[src/rtl/frame_scrubber.sv]
module frame_scrubber #(
  parameter int NFRAMES = 96,
  parameter int NWORDS  = 16,
  parameter int DW      = 32,
  parameter int CNT_W   = 16,
  localparam int FA_W = (NFRAMES > 1) ? $clog2(NFRAMES) : 1,
  localparam int WA_W = (NWORDS > 1) ? $clog2(NWORDS) : 1,
  localparam int AW   = FA_W + WA_W
) (
  input  logic          clk,
  input  logic          rst_n,
  input  logic          reg_wen,
  input  logic [2:0]    reg_addr,
  input  logic [31:0]   reg_wdata,
  output logic [31:0]   reg_rdata,
  output logic          cfg_rd_en,
  output logic          cfg_wr_en,
  output logic [AW-1:0] cfg_addr,
  output logic [DW-1:0] cfg_wdata,
  input  logic [DW-1:0] cfg_rdata,
  output logic          gold_rd_en,
  output logic [AW-1:0] gold_addr,
  input  logic [DW-1:0] gold_rdata
);
  localparam logic [FA_W-1:0] F_LAST = FA_W'(NFRAMES - 1);
  localparam logic [WA_W-1:0] W_LAST = WA_W'(NWORDS - 1);

  typedef enum logic [2:0] {S_IDLE, S_RD, S_EVAL, S_WR, S_WRL} st_t;
  st_t st;

  logic [FA_W-1:0]  frame, last_err;
  logic [WA_W-1:0]  word;
  logic             vfy, mism, single, en, pass_done, uncorr;
  logic [CNT_W-1:0] err_cnt, pass_cnt;

  wire ctrl_wr = reg_wen && reg_addr == 3'd0;
  wire clr     = ctrl_wr && reg_wdata[2];
  wire start   = ctrl_wr && reg_wdata[1];
  wire busy    = st != S_IDLE;
  wire pv      = (st == S_RD && word != '0) || st == S_EVAL;
  wire diff    = pv && (cfg_rdata != gold_rdata);
  wire bad     = mism | diff;
  wire f_last  = frame == F_LAST;
  wire go_on   = en || (single && !f_last);
  wire adv     = st == S_EVAL && (!bad || vfy);
  wire repair  = st == S_EVAL && bad && !vfy;

  wire [WA_W-1:0] wa = (st == S_WRL) ? W_LAST : word - 1'b1;

  assign cfg_rd_en  = st == S_RD;
  assign cfg_wr_en  = (st == S_WR && word != '0) || st == S_WRL;
  assign cfg_addr   = cfg_wr_en ? {frame, wa} : {frame, word};
  assign cfg_wdata  = gold_rdata;
  assign gold_rd_en = st == S_RD || st == S_WR;
  assign gold_addr  = {frame, word};

  always_ff @(posedge clk) begin
    if (!rst_n) begin
      st     <= S_IDLE;
      frame  <= '0;
      word   <= '0;
      vfy    <= 1'b0;
      mism   <= 1'b0;
      single <= 1'b0;
      en     <= 1'b0;
    end else begin
      if (ctrl_wr) en <= reg_wdata[0];
      case (st)
        S_IDLE: begin
          word <= '0;
          vfy  <= 1'b0;
          if (start) begin
            single <= 1'b1;
            frame  <= '0;
            st     <= S_RD;
          end else if (en) begin
            st <= S_RD;
          end
        end
        S_RD: begin
          mism <= (word == '0) ? 1'b0 : bad;
          if (word == W_LAST) st <= S_EVAL;
          else word <= word + 1'b1;
        end
        S_EVAL: begin
          word <= '0;
          if (repair) begin
            st <= S_WR;
          end else begin
            vfy   <= 1'b0;
            frame <= f_last ? '0 : frame + 1'b1;
            if (f_last) single <= 1'b0;
            st <= go_on ? S_RD : S_IDLE;
          end
        end
        S_WR: begin
          if (word == W_LAST) st <= S_WRL;
          else word <= word + 1'b1;
        end
        S_WRL: begin
          word <= '0;
          vfy  <= 1'b1;
          st   <= S_RD;
        end
        default: st <= S_IDLE;
      endcase
    end
  end

  always_ff @(posedge clk) begin
    if (!rst_n || clr) begin
      err_cnt   <= '0;
      pass_cnt  <= '0;
      last_err  <= '0;
      pass_done <= 1'b0;
      uncorr    <= 1'b0;
    end else begin
      if (repair) begin
        err_cnt  <= err_cnt + 1'b1;
        last_err <= frame;
      end
      if (adv && f_last) begin
        pass_cnt  <= pass_cnt + 1'b1;
        pass_done <= 1'b1;
      end
      if (adv && vfy && bad) uncorr <= 1'b1;
    end
  end

  always_comb begin
    case (reg_addr)
      3'd0:    reg_rdata = {30'd0, single, en};
      3'd1:    reg_rdata = {29'd0, uncorr, pass_done, busy};
      3'd2:    reg_rdata = 32'(err_cnt);
      3'd3:    reg_rdata = 32'(pass_cnt);
      3'd4:    reg_rdata = 32'(last_err);
      default: reg_rdata = '0;
    endcase
  end
endmodule

[config.mk]
export PLATFORM = sky130hd
export DESIGN_NAME = frame_scrubber
export DESIGN_NICKNAME = d
export VERILOG_FILES = /design/src/rtl/frame_scrubber.sv
export SDC_FILE = /design/constraint.sdc
export NUM_CORES = 1
export LEC_CHECK = 0
export BUFFER_PORTS_ARGS = -buffer_cell sky130_fd_sc_hd__buf_2
export CORE_ASPECT_RATIO = 0.9
export CORE_UTILIZATION = 43
export DETAILED_ROUTE_END_ITERATION = 10
export PLACE_DENSITY = 0.77
export SKIP_LAST_GASP = 1
export SYNTH_ARGS = -nofsm -noshare
export SYNTH_HDL_FRONTEND = slang
export SYNTH_SLANG_ARGS = --single-unit
[constraint.sdc]
create_clock -name clk -period 2.15 [get_ports clk]
set_clock_uncertainty 0.05 [all_clocks]
set_input_delay 0.3225 -clock clk [delete_from_list [all_inputs] [get_ports clk]]
set_output_delay 0.3225 -clock clk [all_outputs]
set_load 0.05 [all_outputs]
==> impl_metrics.prom, run 1 <==
# TYPE chip_impl_metric gauge
chip_impl_info{name="status",value="finished, violations left"} 1
chip_impl_info{name="failed_checks",value="negative setup slack"} 1
chip_impl_info{name="worst_path_dominant_cell_family",value="simple AND/OR/NAND/NOR gates"} 1
chip_impl_metric{name="fin_nets",unit=""} 788
chip_impl_metric{name="drt-pass1-iter-count",unit=""} 4
chip_impl_metric{name="setup_ws",unit="ps"} -15.9
chip_impl_metric{name="die_x",unit="um"} 106
chip_impl_metric{name="core-area",unit="um^2"} 9250
chip_impl_metric{name="synth.cell_area",unit="um^2"} 4170
chip_impl_metric{name="post_synthesis_compound_gate_area_fraction",unit="%"} 18.9
chip_impl_info{name="clk_root_buffer_cell",value="sky130_fd_sc_hd__clkbuf_8"} 1
chip_impl_metric{name="synth-xor-area-share",unit="%"} 7.57
chip_impl_metric{name="total_congestion_overflow_after_global_routing",unit=""} 0
chip_impl_metric{name="h_tree_levels",unit=""} 3
chip_impl_metric{name="report.power.total",unit="mW"} 3.75
chip_impl_metric{name="max_slew_violation_count",unit=""} 0
chip_impl_metric{name="flow.area_growth_from_synthesis",unit="%"} 33.7
chip_impl_info{name="synth_top_family_by_area",value="simple AND/OR/NAND/NOR gates"} 1
chip_impl_metric{name="dr_vias_cell",unit=""} 5.53
chip_impl_metric{name="min_period_over_period",unit="%"} 101
chip_impl_metric{name="yosys_warnings",unit=""} 0
chip_impl_metric{name="n_antenna_cell",unit=""} 0
chip_impl_metric{name="detail_route.wl_per_cell",unit="um"} 15.2
chip_impl_metric{name="gp_routability_congestion",unit=""} 0.821
chip_impl_metric{name="initialDrtViolationCount",unit=""} 164
chip_impl_metric{name="critical_path_arrival",unit="ps"} 2400
chip_impl_metric{name="grt.total_usage",unit="%"} 24.2
chip_impl_metric{name="finish.instance_area",unit="um^2"} 5570
chip_impl_metric{name="grt_first_pass_wirelength",unit="um"} 19300
chip_impl_metric{name="clock_buffer_count_from_cts",unit=""} 9
chip_impl_info{name="timing.critical_path.to_type",value="flop"} 1
chip_impl_metric{name="final-hold-violation-count",unit=""} 0
chip_impl_metric{name="synth.area.mux_share",unit="%"} 4.15
chip_impl_metric{name="worst-r2r-cell-count",unit=""} 7
chip_impl_info{name="cp-start-kind",value="flop"} 1
chip_impl_metric{name="port_buffers",unit=""} 145
chip_impl_metric{name="required_time_worst_endpoint",unit="ps"} 2390
chip_impl_metric{name="final-instance-count-excl-fill",unit=""} 808
chip_impl_metric{name="ys_seq_area_share",unit="%"} 28.4
chip_impl_metric{name="post_place_instance_area",unit="um^2"} 5100
chip_impl_info{name="most-common-layout-cells",value="sky130_fd_sc_hd__buf_2, sky130_fd_sc_hd__buf_4, sky130_fd_sc_hd__dfxtp_1, sky130_fd_sc_hd__a21oi_1"} 1
chip_impl_metric{name="chipHeight",unit="um"} 95.4
chip_impl_metric{name="synth-simple-area-share",unit="%"} 24.8
chip_impl_metric{name="postRouteWirelength",unit="um"} 12300
chip_impl_metric{name="drc",unit=""} 0
chip_impl_metric{name="max-vdd-ir-drop",unit="V"} 0.000465
chip_impl_metric{name="drive_above_1_share",unit="%"} 41.5
chip_impl_metric{name="ant_nets",unit=""} 0
chip_impl_metric{name="post_synth_fa_ha_maj_area_fraction",unit="%"} 1.50
chip_impl_info{name="synthFlopType",value="sky130_fd_sc_hd__dfxtp_1"} 1
chip_impl_metric{name="drv.max_cap_violation_count",unit=""} 0
chip_impl_info{name="final_common_cell",value="sky130_fd_sc_hd__buf_2"} 1
chip_impl_metric{name="hold_slack",unit="ps"} 176
chip_impl_info{name="hold_class",value="in -> reg"} 1
chip_impl_metric{name="start_util",unit="%"} 45.0
chip_impl_metric{name="max_freq",unit="MHz"} 462
chip_impl_metric{name="core.rowCount",unit=""} 33
chip_impl_metric{name="numPlacedInstances",unit=""} 779
chip_impl_metric{name="worstSkewPairLatency",unit="ps"} 350
chip_impl_metric{name="worst-path-stages",unit=""} 7
chip_impl_metric{name="power_density",unit="nW/um^2"} 674
chip_impl_metric{name="grt_pass1_vias",unit=""} 4173
chip_impl_metric{name="design.portCount",unit=""} 191
chip_impl_info{name="worst_path_max_delay_cell",value="sky130_fd_sc_hd__or4_4"} 1
chip_impl_metric{name="postSynthAreaPerCell",unit="um^2"} 7.80
chip_impl_metric{name="min_path_cells",unit=""} 3
chip_impl_metric{name="placement.setup.worst_slack",unit="ps"} -316
chip_impl_metric{name="worst_path_largest_cell_delay",unit="ps"} 480
chip_impl_metric{name="critPathBufInv",unit=""} 1
chip_impl_metric{name="finalSetupViolCount",unit=""} 1
chip_impl_metric{name="cts_buffer_depth",unit=""} 2
chip_impl_metric{name="grt_antenna_before_repair",unit=""} 0
chip_impl_metric{name="worst-path-max-fanout",unit=""} 24
chip_impl_info{name="cts_tree",value="built"} 1
chip_impl_metric{name="power.static_leakage",unit="nW"} 2.32
chip_impl_metric{name="grt_start_max_net_pins",unit=""} 42
chip_impl_metric{name="synth_edf_count",unit=""} 0
chip_impl_metric{name="yosys_register_bits",unit=""} 59
chip_impl_metric{name="numClockSinks",unit=""} 59
chip_impl_info{name="cp_cell_sequence",value="ha_4, nand4_1, or3b_4, or2_4, buf_12, or4_4, a21oi_2"} 1
chip_impl_metric{name="die_footprint",unit="um^2"} 10100
chip_impl_metric{name="synthCells",unit=""} 534
chip_impl_metric{name="synth_cell_type_count",unit=""} 60
chip_impl_metric{name="fin_crit",unit="ps"} 2170
chip_impl_metric{name="vias",unit=""} 4470
chip_impl_metric{name="clkTransAtPathRegs",unit="ps"} 70
chip_impl_metric{name="dp_hpwl",unit="um"} 8840
chip_impl_metric{name="synth-async-reset-ratio",unit="%"} 0
chip_impl_info{name="timing_worst_setup_path_type",value="reg -> reg"} 1
chip_impl_info{name="grt_setup_unrepaired",value="true"} 1
area by class of cell:
| class | count | area (um^2) |
|---|---|---|
| clock buffer | 13 | 180 |
| clock inverter | 3 | 42.5 |
| fill | 804 | 3680 |
| inverter | 14 | 52.6 |
| multi-input combinational | 387 | 2670 |
| sequential | 59 | 1190 |
| tap | 122 | 153 |
| timing repair buffer | 210 | 1270 |
stage by stage:
stage | setup TNS [ps] | util [%]
after global routing | -479 | 60.2
after detailed placement | -8470 | 55.1
final | -15.9 | 60.2
after global placement | -6550 | 55.1
after floorplan | -986 | -
after CTS | -11.2 | 59.2
cell families after synthesis:
logic type | count (synthesis)
AND/OR/NAND/NOR | 188
multiplexers | 17
buffers and inverters | 103
XOR/XNOR | 36
other | 1
adder cells (fa/ha/maj) | 5
flip-flops | 59
AO/OA/AOI/OAI | 125
worst paths after layout:
kind                      from  slack, ps      endpoint
setup reg to reg      frame[1]        -20  pass_cnt[15]
setup / recovery      frame[1]        -20  pass_cnt[15]
hold reg to reg         uncorr        400        uncorr
hold / removal    reg_wdata[0]        180            en
power breakdown:
part           internal (mW)  switching [mW]  leakage, nW  total, mW
registers               1.14          0.0501        0.480       1.19
clock network          0.667           0.456        0.111       1.12
logic                  0.507           0.934         1.73       1.44
total                   2.31            1.44         2.32       3.75
sequential cells by signal (all words and copies together) (netlist names), 3 cells and up:
signal    cells
st            3
err_cnt      16
pass_cnt     16
last_err      7
word          4
frame         7
tightest hold or removal path, cell delays in order:
cell	delay, ps
sky130_fd_sc_hd__buf_2	80
sky130_fd_sc_hd__mux2i_1	50
sky130_fd_sc_hd__nor2b_1	90
per-layer routing:
metal | track usage, % | share of wire (%) | vias to the layer above
met5 | 0 | 0 | -
met4 | 9.95 | 2.3 | 0
met3 | 4.92 | 5.4 | 26
met2 | 46.7 | 53 | 176
met1 | 25.8 | 39 | 2107
li1 | - | - | 2161
what timing repair did:
| item | in CTS | in global routing |
|---|---|---|
| hold buffers | 0 | 0 |
| cloned | 0 | 0 |
| buffers inserted | 13 | 1 |
| resized for setup | 16 | 26 |
| endpoints found under the setup margin | 9 | 33 |
| pin swaps | 3 | 7 |
cells in the mapped netlist, drive strengths merged, types with 3 or more instances:
master	instances	share of area, %
and3	5	0.75
and2	6	0.90
a31oi	3	0.45
nor2b	4	0.60
a21oi	48	5.8
nand3	19	2.3
mux2i	15	3.6
or4	23	4.1
nand3b	4	0.72
o21ai	15	1.8
dfxtp	59	28
a21o	4	0.72
nand2b	7	1.1
o21a	3	0.54
clkbuf	26	2.3
nor3	3	0.36
o22ai	8	1.2
o31ai	22	4.0
or3	6	0.90
ha	5	1.5
nand4	13	2.0
nor2	34	3.1
a211oi	3	0.54
and4	3	0.63
nand2	39	3.5
inv	14	1.3
or2	4	0.60
xor2	35	7.4
buf	63	11
nor4	8	1.2
No activity file was read; power rests on OpenSTA's default activity.
==> run 2, diff against run 1 <==
PLACE_DENSITY = default   (was 0.77)
PLACE_DENSITY_LB_ADDON = 0.25   (was default)
==> run 2 against run 1 <==
The run still ends with negative setup slack left. Register-to-register slack about the same. Critical path depth stayed put. First-iteration DRC count increased by 51%. Total power decreased by 3.7%. Cell area decreased by 0.90%.
==> impl_metrics.prom, run 2 (same netlist as run 1, synthesis figures left out) <==
# TYPE chip_impl_metric gauge
chip_impl_info{name="status",value="finished, violations left"} 1
chip_impl_info{name="failed_checks",value="negative setup slack"} 1
chip_impl_metric{name="n_antenna_cell",unit=""} 0
chip_impl_metric{name="combPwrFrac",unit="%"} 39.2
chip_impl_metric{name="initialDrtViolationCount",unit=""} 247
chip_impl_metric{name="cts_buffer_depth",unit=""} 2
chip_impl_metric{name="h_tree_levels",unit=""} 3
chip_impl_info{name="routed.top_layer",value="met4"} 1
chip_impl_metric{name="min_period_over_period",unit="%"} 100
chip_impl_metric{name="worstSkewPairLatency",unit="ps"} 340
chip_impl_metric{name="clock_power_share",unit="%"} 27.9
chip_impl_metric{name="drc",unit=""} 0
chip_impl_metric{name="report.power.total",unit="mW"} 3.61
chip_impl_metric{name="total_congestion_overflow_after_global_routing",unit=""} 0
chip_impl_metric{name="max_slew_violation_count",unit=""} 0
chip_impl_metric{name="chipHeight",unit="um"} 95.4
chip_impl_metric{name="worst-path-max-fanout",unit=""} 5
chip_impl_info{name="final_common_cell",value="sky130_fd_sc_hd__buf_2"} 1
chip_impl_metric{name="flow.area_growth_from_synthesis",unit="%"} 32.5
chip_impl_metric{name="setup_ws",unit="ps"} -1.81
chip_impl_metric{name="detail_route.wl_per_cell",unit="um"} 14.2
chip_impl_metric{name="clock_buffer_count_from_cts",unit=""} 9
chip_impl_metric{name="start_util",unit="%"} 45.0
chip_impl_metric{name="grt.total_usage",unit="%"} 21.7
chip_impl_metric{name="fin_nets",unit=""} 778
chip_impl_metric{name="die_x",unit="um"} 106
chip_impl_metric{name="post-route-util",unit="%"} 59.7
chip_impl_metric{name="postRouteWirelength",unit="um"} 11300
chip_impl_info{name="most-common-layout-cells",value="sky130_fd_sc_hd__buf_2, sky130_fd_sc_hd__dfxtp_1, sky130_fd_sc_hd__buf_4, sky130_fd_sc_hd__a21oi_1"} 1
chip_impl_info{name="top_regs",value="err_cnt x16, pass_cnt x16"} 1
chip_impl_metric{name="critical_path_arrival",unit="ps"} 2370
chip_impl_metric{name="die_footprint",unit="um^2"} 10100
chip_impl_info{name="worst_path_dominant_cell_family",value="simple AND/OR/NAND/NOR gates"} 1
chip_impl_metric{name="dr_vias_cell",unit=""} 5.47
chip_impl_metric{name="worst-path-stages",unit=""} 7
chip_impl_metric{name="port_buffers",unit=""} 145
chip_impl_metric{name="power.internal",unit="mW"} 2.19
chip_impl_metric{name="core.rowCount",unit=""} 33
chip_impl_metric{name="max-vdd-ir-drop",unit="V"} 0.000378
chip_impl_metric{name="ant_nets",unit=""} 0
chip_impl_metric{name="grt_first_pass_wirelength",unit="um"} 17600
chip_impl_metric{name="gp_routability_congestion",unit=""} 0.847
chip_impl_info{name="cp_cell_sequence",value="ha_4, nand4_1, or3b_4, or2_4, buf_12, or4b_1, a21oi_1"} 1
chip_impl_metric{name="finalSetupViolCount",unit=""} 1
chip_impl_metric{name="numClockSinks",unit=""} 59
chip_impl_metric{name="power.share.switching",unit="%"} 39.4
chip_impl_metric{name="drive_above_1_share",unit="%"} 40.1
chip_impl_metric{name="power_density",unit="nW/um^2"} 655
chip_impl_metric{name="grt_pass1_vias",unit=""} 3795
chip_impl_metric{name="grt_start_max_net_pins",unit=""} 41
chip_impl_metric{name="wl_met3",unit="um"} 696
chip_impl_metric{name="sequentialPowerShare",unit="%"} 32.9
chip_impl_metric{name="core-area",unit="um^2"} 9250
chip_impl_metric{name="power.static_leakage",unit="nW"} 2.32
chip_impl_info{name="hold_class",value="in -> reg"} 1
chip_impl_metric{name="met1Wirelength",unit="um"} 4910
chip_impl_metric{name="p_switching",unit="mW"} 1.43
chip_impl_metric{name="worst-r2r-cell-count",unit=""} 7
chip_impl_info{name="cts_tree",value="built"} 1
chip_impl_metric{name="placement.setup.worst_slack",unit="ps"} -380
chip_impl_metric{name="drv.max_cap_violation_count",unit=""} 0
chip_impl_metric{name="grt_antenna_before_repair",unit=""} 0
chip_impl_info{name="worst_path_max_delay_cell",value="sky130_fd_sc_hd__or4b_1"} 1
chip_impl_metric{name="design.portCount",unit=""} 191
chip_impl_info{name="timing.critical_path.to_type",value="flop"} 1
chip_impl_metric{name="vias",unit=""} 4363
chip_impl_metric{name="required_time_worst_endpoint",unit="ps"} 2370
chip_impl_info{name="timing_worst_setup_path_type",value="reg -> reg"} 1
chip_impl_metric{name="drt-pass1-iter-count",unit=""} 6
chip_impl_info{name="clk_root_buffer_cell",value="sky130_fd_sc_hd__clkbuf_8"} 1
chip_impl_metric{name="met2_wirelength",unit="um"} 5530
chip_impl_metric{name="finish.instance_area",unit="um^2"} 5520
chip_impl_metric{name="clkTransAtPathRegs",unit="ps"} 70
chip_impl_metric{name="max_freq",unit="MHz"} 465
chip_impl_metric{name="post_cts_hold_fix_bufs",unit=""} 0
chip_impl_metric{name="fin_crit",unit="ps"} 2150
chip_impl_metric{name="post_place_instance_area",unit="um^2"} 5100
chip_impl_metric{name="final-hold-violation-count",unit=""} 0
chip_impl_metric{name="min_path_cells",unit=""} 3
chip_impl_metric{name="worst_path_largest_cell_delay",unit="ps"} 460
chip_impl_metric{name="critPathBufInv",unit=""} 1
chip_impl_metric{name="dp_hpwl",unit="um"} 8440
chip_impl_info{name="cp-start-kind",value="flop"} 1
chip_impl_info{name="grt_setup_unrepaired",value="true"} 1
-- run 2: changes by cell type in the layout (fill, tap and decap cells not counted), moves of 2 or more --
cell / before / now
sky130_fd_sc_hd__clkbuf_16: 1 / 3
sky130_fd_sc_hd__o31ai_1: 20 / 22
sky130_fd_sc_hd__a21oi_2: 6 / 3
sky130_fd_sc_hd__buf_12: 3 / 5
sky130_fd_sc_hd__clkinv_2: 1 / 5
sky130_fd_sc_hd__buf_4: 62 / 47
sky130_fd_sc_hd__o31ai_2: 2 / 0
sky130_fd_sc_hd__a21oi_1: 42 / 45
-- run 2: area by class of cell --
| class | instances | area, um^2 |
|---|---|---|
| Clock buffer | 10 | 138 |
| Tap cell | 122 | 153 |
| Fill cell | 823 | 3730 |
| Clock inverter | 6 | 55.1 |
| Inverter | 14 | 52.6 |
| Sequential cell | 59 | 1190 |
| Timing Repair Buffer | 200 | 1270 |
| Multi-Input combinational cell | 387 | 2650 |
-- run 2: final timing paths --
path	start	end	slack [ps]
setup / recovery	frame[0]	pass_cnt[11]	-2
hold / removal	reg_wdata[0]	en	210
setup reg to reg	frame[0]	pass_cnt[11]	-2
hold reg to reg	last_err[1]	last_err[1]	410
-- run 2: power groups by stage --
stage                     clock network, mW  registers, mW  logic [mW]
final                                  1.01           1.19        1.42
after CTS                              1.02           1.19        1.38
after floorplan                           0           1.21       0.972
after global routing                   1.07           1.19        1.52
after global placement                    0           1.21        1.33
after detailed placement                  0           1.21        1.35
-- run 2: per-stage QoR --
| stage | hold slack, ps | std cells | setup TNS, ps |
|---|---|---|---|
| 2_1_floorplan | 375 | 549 | -986 |
| 4_1_cts | 203 | 793 | 0 |
| 3_3_place_gp | 397 | 776 | -12110 |
| 6_report | 209 | 798 | -1.81 |
| 3_5_place_dp | 401 | 776 | -12820 |
| 5_1_grt | 215 | 798 | -934 |
-- run 2: per-layer routing --
metal / vias up / GRT usage [%]
met5: - / 0
met4: 0 / 6.94
met3: 15 / 3.90
met2: 166 / 35.8
met1: 2038 / 28.7
li1: 2144 / -
-- run 2: what timing repair did --
item | in CTS | in global routing
gates resized for setup | 11 | 25
buffers inserted | 1 | 2
pin swaps | 2 | 8
gates cloned | 0 | 3
setup endpoints to repair | 13 | 25
-- run 2: worst register-to-register path: cells and delay by family (launching register included) --
kind	cells	cell delay, ps
adder cells (fa/ha/maj)	1	130
buffers and inverters	1	150
AND/OR/NAND/NOR	4	1280
AO/OA/AOI/OAI	1	130
flip-flops	1	360
==> run 3, diff against run 2 <==
--- a/config.mk
+++ b/config.mk
@@ -11,2 +11,3 @@
 export DETAILED_ROUTE_END_ITERATION = 10
+export MAX_ROUTING_LAYER = met4
 export PLACE_DENSITY_LB_ADDON = 0.25
==> constraint.sdc (replaced) <==
create_clock -name clk -period 2.15 [get_ports clk]
set_clock_uncertainty 0.05 [all_clocks]
set_input_delay 0.645 -clock clk [delete_from_list [all_inputs] [get_ports clk]]
set_output_delay 0.645 -clock clk [all_outputs]
set_load 0.05 [all_outputs]
==> run 3 against run 2 <==
The flow still finishes with violations (negative setup slack). Highest routed layer unchanged. Setup slack worse by 330 ps. Largest cell class unchanged. Sequential cell count stayed put. Die area is the same. Non-clock buffer count is 32 higher. Total power rose by 33%. Sequential share of layout area is 5.1 points lower. Cell area is 32% higher. Clock power rose by 8%. Largest power group unchanged. Register-to-register slack got worse by 310 ps. Combinational power rose by 77%. Critical path depth increased by 1.
==> impl_metrics.prom, run 3 (same netlist as run 1, synthesis figures left out) <==
# TYPE chip_impl_metric gauge
chip_impl_info{name="status",value="finished, violations left"} 1
chip_impl_info{name="failed_checks",value="negative setup slack"} 1
chip_impl_metric{name="grt_start_max_net_pins",unit=""} 31
chip_impl_metric{name="gp_routability_congestion",unit=""} 0.852
chip_impl_metric{name="use_met2",unit="%"} 58.3
chip_impl_info{name="cp_cell_sequence",value="buf_2, xor2_1, nor4_1, nand4_1, o31a_4, buf_6, or4_4, a21oi_2"} 1
chip_impl_metric{name="grt_antenna_before_repair",unit=""} 0
chip_impl_metric{name="drive_above_1_share",unit="%"} 60.0
chip_impl_metric{name="dp_hpwl",unit="um"} 9600
chip_impl_info{name="clk_root_buffer_cell",value="sky130_fd_sc_hd__clkbuf_8"} 1
chip_impl_metric{name="power.share.switching",unit="%"} 40.1
chip_impl_metric{name="p_switching",unit="mW"} 1.93
chip_impl_metric{name="setup_ws",unit="ps"} -331
chip_impl_metric{name="total_congestion_overflow_after_global_routing",unit=""} 0
chip_impl_metric{name="clkTransAtPathRegs",unit="ps"} 70
chip_impl_info{name="top_regs",value="err_cnt x16, pass_cnt x16"} 1
chip_impl_info{name="grt_setup_unrepaired",value="true"} 1
chip_impl_metric{name="die_footprint",unit="um^2"} 10100
chip_impl_metric{name="critPathBufInv",unit=""} 2
chip_impl_metric{name="report.power.total",unit="mW"} 4.81
chip_impl_metric{name="port_buffers",unit=""} 145
chip_impl_metric{name="core.rowCount",unit=""} 33
chip_impl_metric{name="n_antenna_cell",unit=""} 0
chip_impl_metric{name="numClockSinks",unit=""} 59
chip_impl_metric{name="start_util",unit="%"} 45.0
chip_impl_metric{name="flow.area_growth_from_synthesis",unit="%"} 75.5
chip_impl_metric{name="design.portCount",unit=""} 191
chip_impl_metric{name="fin_nets",unit=""} 810
chip_impl_info{name="cts_tree",value="built"} 1
chip_impl_metric{name="clock_power_share",unit="%"} 22.7
chip_impl_metric{name="grt_first_pass_wirelength",unit="um"} 24500
chip_impl_metric{name="fin_crit",unit="ps"} 2480
chip_impl_metric{name="max_slew_violation_count",unit=""} 0
chip_impl_metric{name="power.internal",unit="mW"} 2.88
chip_impl_info{name="most-common-layout-cells",value="sky130_fd_sc_hd__buf_2, sky130_fd_sc_hd__buf_4, sky130_fd_sc_hd__dfxtp_1, sky130_fd_sc_hd__buf_6, sky130_fd_sc_hd__a21oi_2"} 1
chip_impl_metric{name="fillCellCount",unit=""} 561
chip_impl_metric{name="required_time_worst_endpoint",unit="ps"} 2380
chip_impl_metric{name="drv.max_cap_violation_count",unit=""} 0
chip_impl_metric{name="combPwrFrac",unit="%"} 52.1
chip_impl_metric{name="globalRouteMet1Util",unit="%"} 37.5
chip_impl_metric{name="power_density",unit="nW/um^2"} 659
chip_impl_metric{name="worst_slew_margin_rel",unit="%"} 65.5
chip_impl_info{name="timing_worst_setup_path_type",value="in -> reg"} 1
chip_impl_metric{name="finalSetupViolCount",unit=""} 71
chip_impl_metric{name="final-seq-area",unit="um^2"} 1210
chip_impl_info{name="global_route.peak_usage_layer",value="met2"} 1
chip_impl_metric{name="initialDrtViolationCount",unit=""} 418
chip_impl_metric{name="min_period_over_period",unit="%"} 115
chip_impl_metric{name="critical_path_arrival",unit="ps"} 2710
chip_impl_metric{name="vias",unit=""} 5011
chip_impl_metric{name="chipHeight",unit="um"} 95.4
chip_impl_metric{name="max_freq",unit="MHz"} 403
chip_impl_metric{name="worstSkewPairLatency",unit="ps"} 350
chip_impl_metric{name="sequentialPowerShare",unit="%"} 25.2
chip_impl_metric{name="multiInputGateArea",unit="um^2"} 3620
chip_impl_metric{name="cts_buffer_depth",unit=""} 2
chip_impl_metric{name="clock_buffer_count_from_cts",unit=""} 9
chip_impl_metric{name="max-vdd-ir-drop",unit="V"} 0.000405
chip_impl_metric{name="worst_pin_slew",unit="ps"} 517
chip_impl_metric{name="drt-pass1-iter-count",unit=""} 5
chip_impl_info{name="cp-start-kind",value="input pin"} 1
chip_impl_metric{name="dr_vias_cell",unit=""} 6.04
chip_impl_metric{name="die_x",unit="um"} 106
chip_impl_metric{name="grt_use_met3",unit="%"} 5.26
chip_impl_metric{name="h_tree_levels",unit=""} 3
chip_impl_info{name="worst_path_dominant_cell_family",value="simple AND/OR/NAND/NOR gates"} 1
chip_impl_metric{name="postRouteWirelength",unit="um"} 17500
chip_impl_metric{name="detail_route.wl_per_cell",unit="um"} 21.1
chip_impl_metric{name="power.static_leakage",unit="nW"} 2.81
chip_impl_metric{name="grt_pass1_vias",unit=""} 4751
chip_impl_metric{name="core-area",unit="um^2"} 9250
chip_impl_metric{name="final-hold-violation-count",unit=""} 0
chip_impl_metric{name="worst-path-max-fanout",unit=""} 5
chip_impl_info{name="timing.critical_path.to_type",value="flop"} 1
chip_impl_metric{name="ant_nets",unit=""} 0
chip_impl_info{name="hold_class",value="reg -> reg"} 1
chip_impl_info{name="final_common_cell",value="sky130_fd_sc_hd__buf_2"} 1
chip_impl_metric{name="finalSetupTns",unit="ps"} -12400
chip_impl_info{name="worst_path_max_delay_cell",value="sky130_fd_sc_hd__or4_4"} 1
chip_impl_metric{name="worst_path_largest_cell_delay",unit="ps"} 480
chip_impl_metric{name="drc",unit=""} 0
chip_impl_metric{name="grt.total_usage",unit="%"} 32.4
[run 3: final cells by class]
class / instances / share of cell area, %
multi-input combinational: 387 / 49.5
timing repair buffer: 232 / 28.2
sequential: 59 / 16.5
clock buffer: 12 / 2.14
tap: 122 / 2.09
inverter: 14 / 0.873
clock inverter: 4 / 0.651
[run 3: power groups by stage]
| stage | clock, mW | combinational [mW] | sequential (mW) |
|---|---|---|---|
| 2_1_floorplan | 0 | 1.10 | 1.21 |
| 3_3_place_gp | 0 | 1.41 | 1.22 |
| 3_5_place_dp | 0 | 1.45 | 1.22 |
| 4_1_cts | 1.07 | 2.45 | 1.20 |
| 5_1_grt | 1.14 | 2.60 | 1.22 |
| 6_report | 1.09 | 2.51 | 1.21 |
[run 3: per-stage QoR]
| stage | std cells | setup slack [ps] | cell area [um^2] | util (%) | hold WS, ps |
|---|---|---|---|---|---|
| after floorplan | 549 | -215 | 4700 | - | 375 |
| after global placement | 785 | -677 | 5450 | 58.9 | 381 |
| after detailed placement | 785 | -631 | 5450 | 58.9 | 387 |
| after CTS | 830 | -315 | 6780 | 73.3 | 410 |
| after global routing | 830 | -452 | 7310 | 79.0 | 443 |
| final | 830 | -331 | 7310 | 79.0 | 425 |
[run 3: path summary, 6_finish.rpt]
kind / from / endpoint / slack, ps / depth (start not counted)
worst max-delay path: gold_rdata[12] / pass_cnt[2] / -330 / 8
worst min-delay path: last_err[6] / last_err[6] / 420 / 2
worst max register to register: frame[0] / pass_cnt[7] / -310 / 7
worst min register to register: last_err[6] / last_err[6] / 420 / 2
[run 3: metal layers]
layer | routed length, um | up-vias | part of all wire [%]
li1 | - | 2211 | -
met2 | 8940 | 325 | 51
met5 | 0 | - | 0
met1 | 6600 | 2398 | 38
met4 | 648 | 0 | 3.7
met3 | 1290 | 77 | 7.4
[run 3: what timing repair did]
action | CTS | global route
gates resized for setup | 144 | 138
setup endpoints to repair | 71 | 73
buffers inserted | 15 | 13
pin swaps | 66 | 83
hold buffers | 0 | 0
gates cloned | 15 | 1
[run 3: worst register-to-register path, cell delays in order (launching register included)]
cell	delay (ps)
sky130_fd_sc_hd__dfxtp_4	360
sky130_fd_sc_hd__ha_4	140
sky130_fd_sc_hd__nand4_1	170
sky130_fd_sc_hd__or3b_4	450
sky130_fd_sc_hd__or2_1	270
sky130_fd_sc_hd__buf_12	200
sky130_fd_sc_hd__or4_1	550
sky130_fd_sc_hd__a21oi_1	200
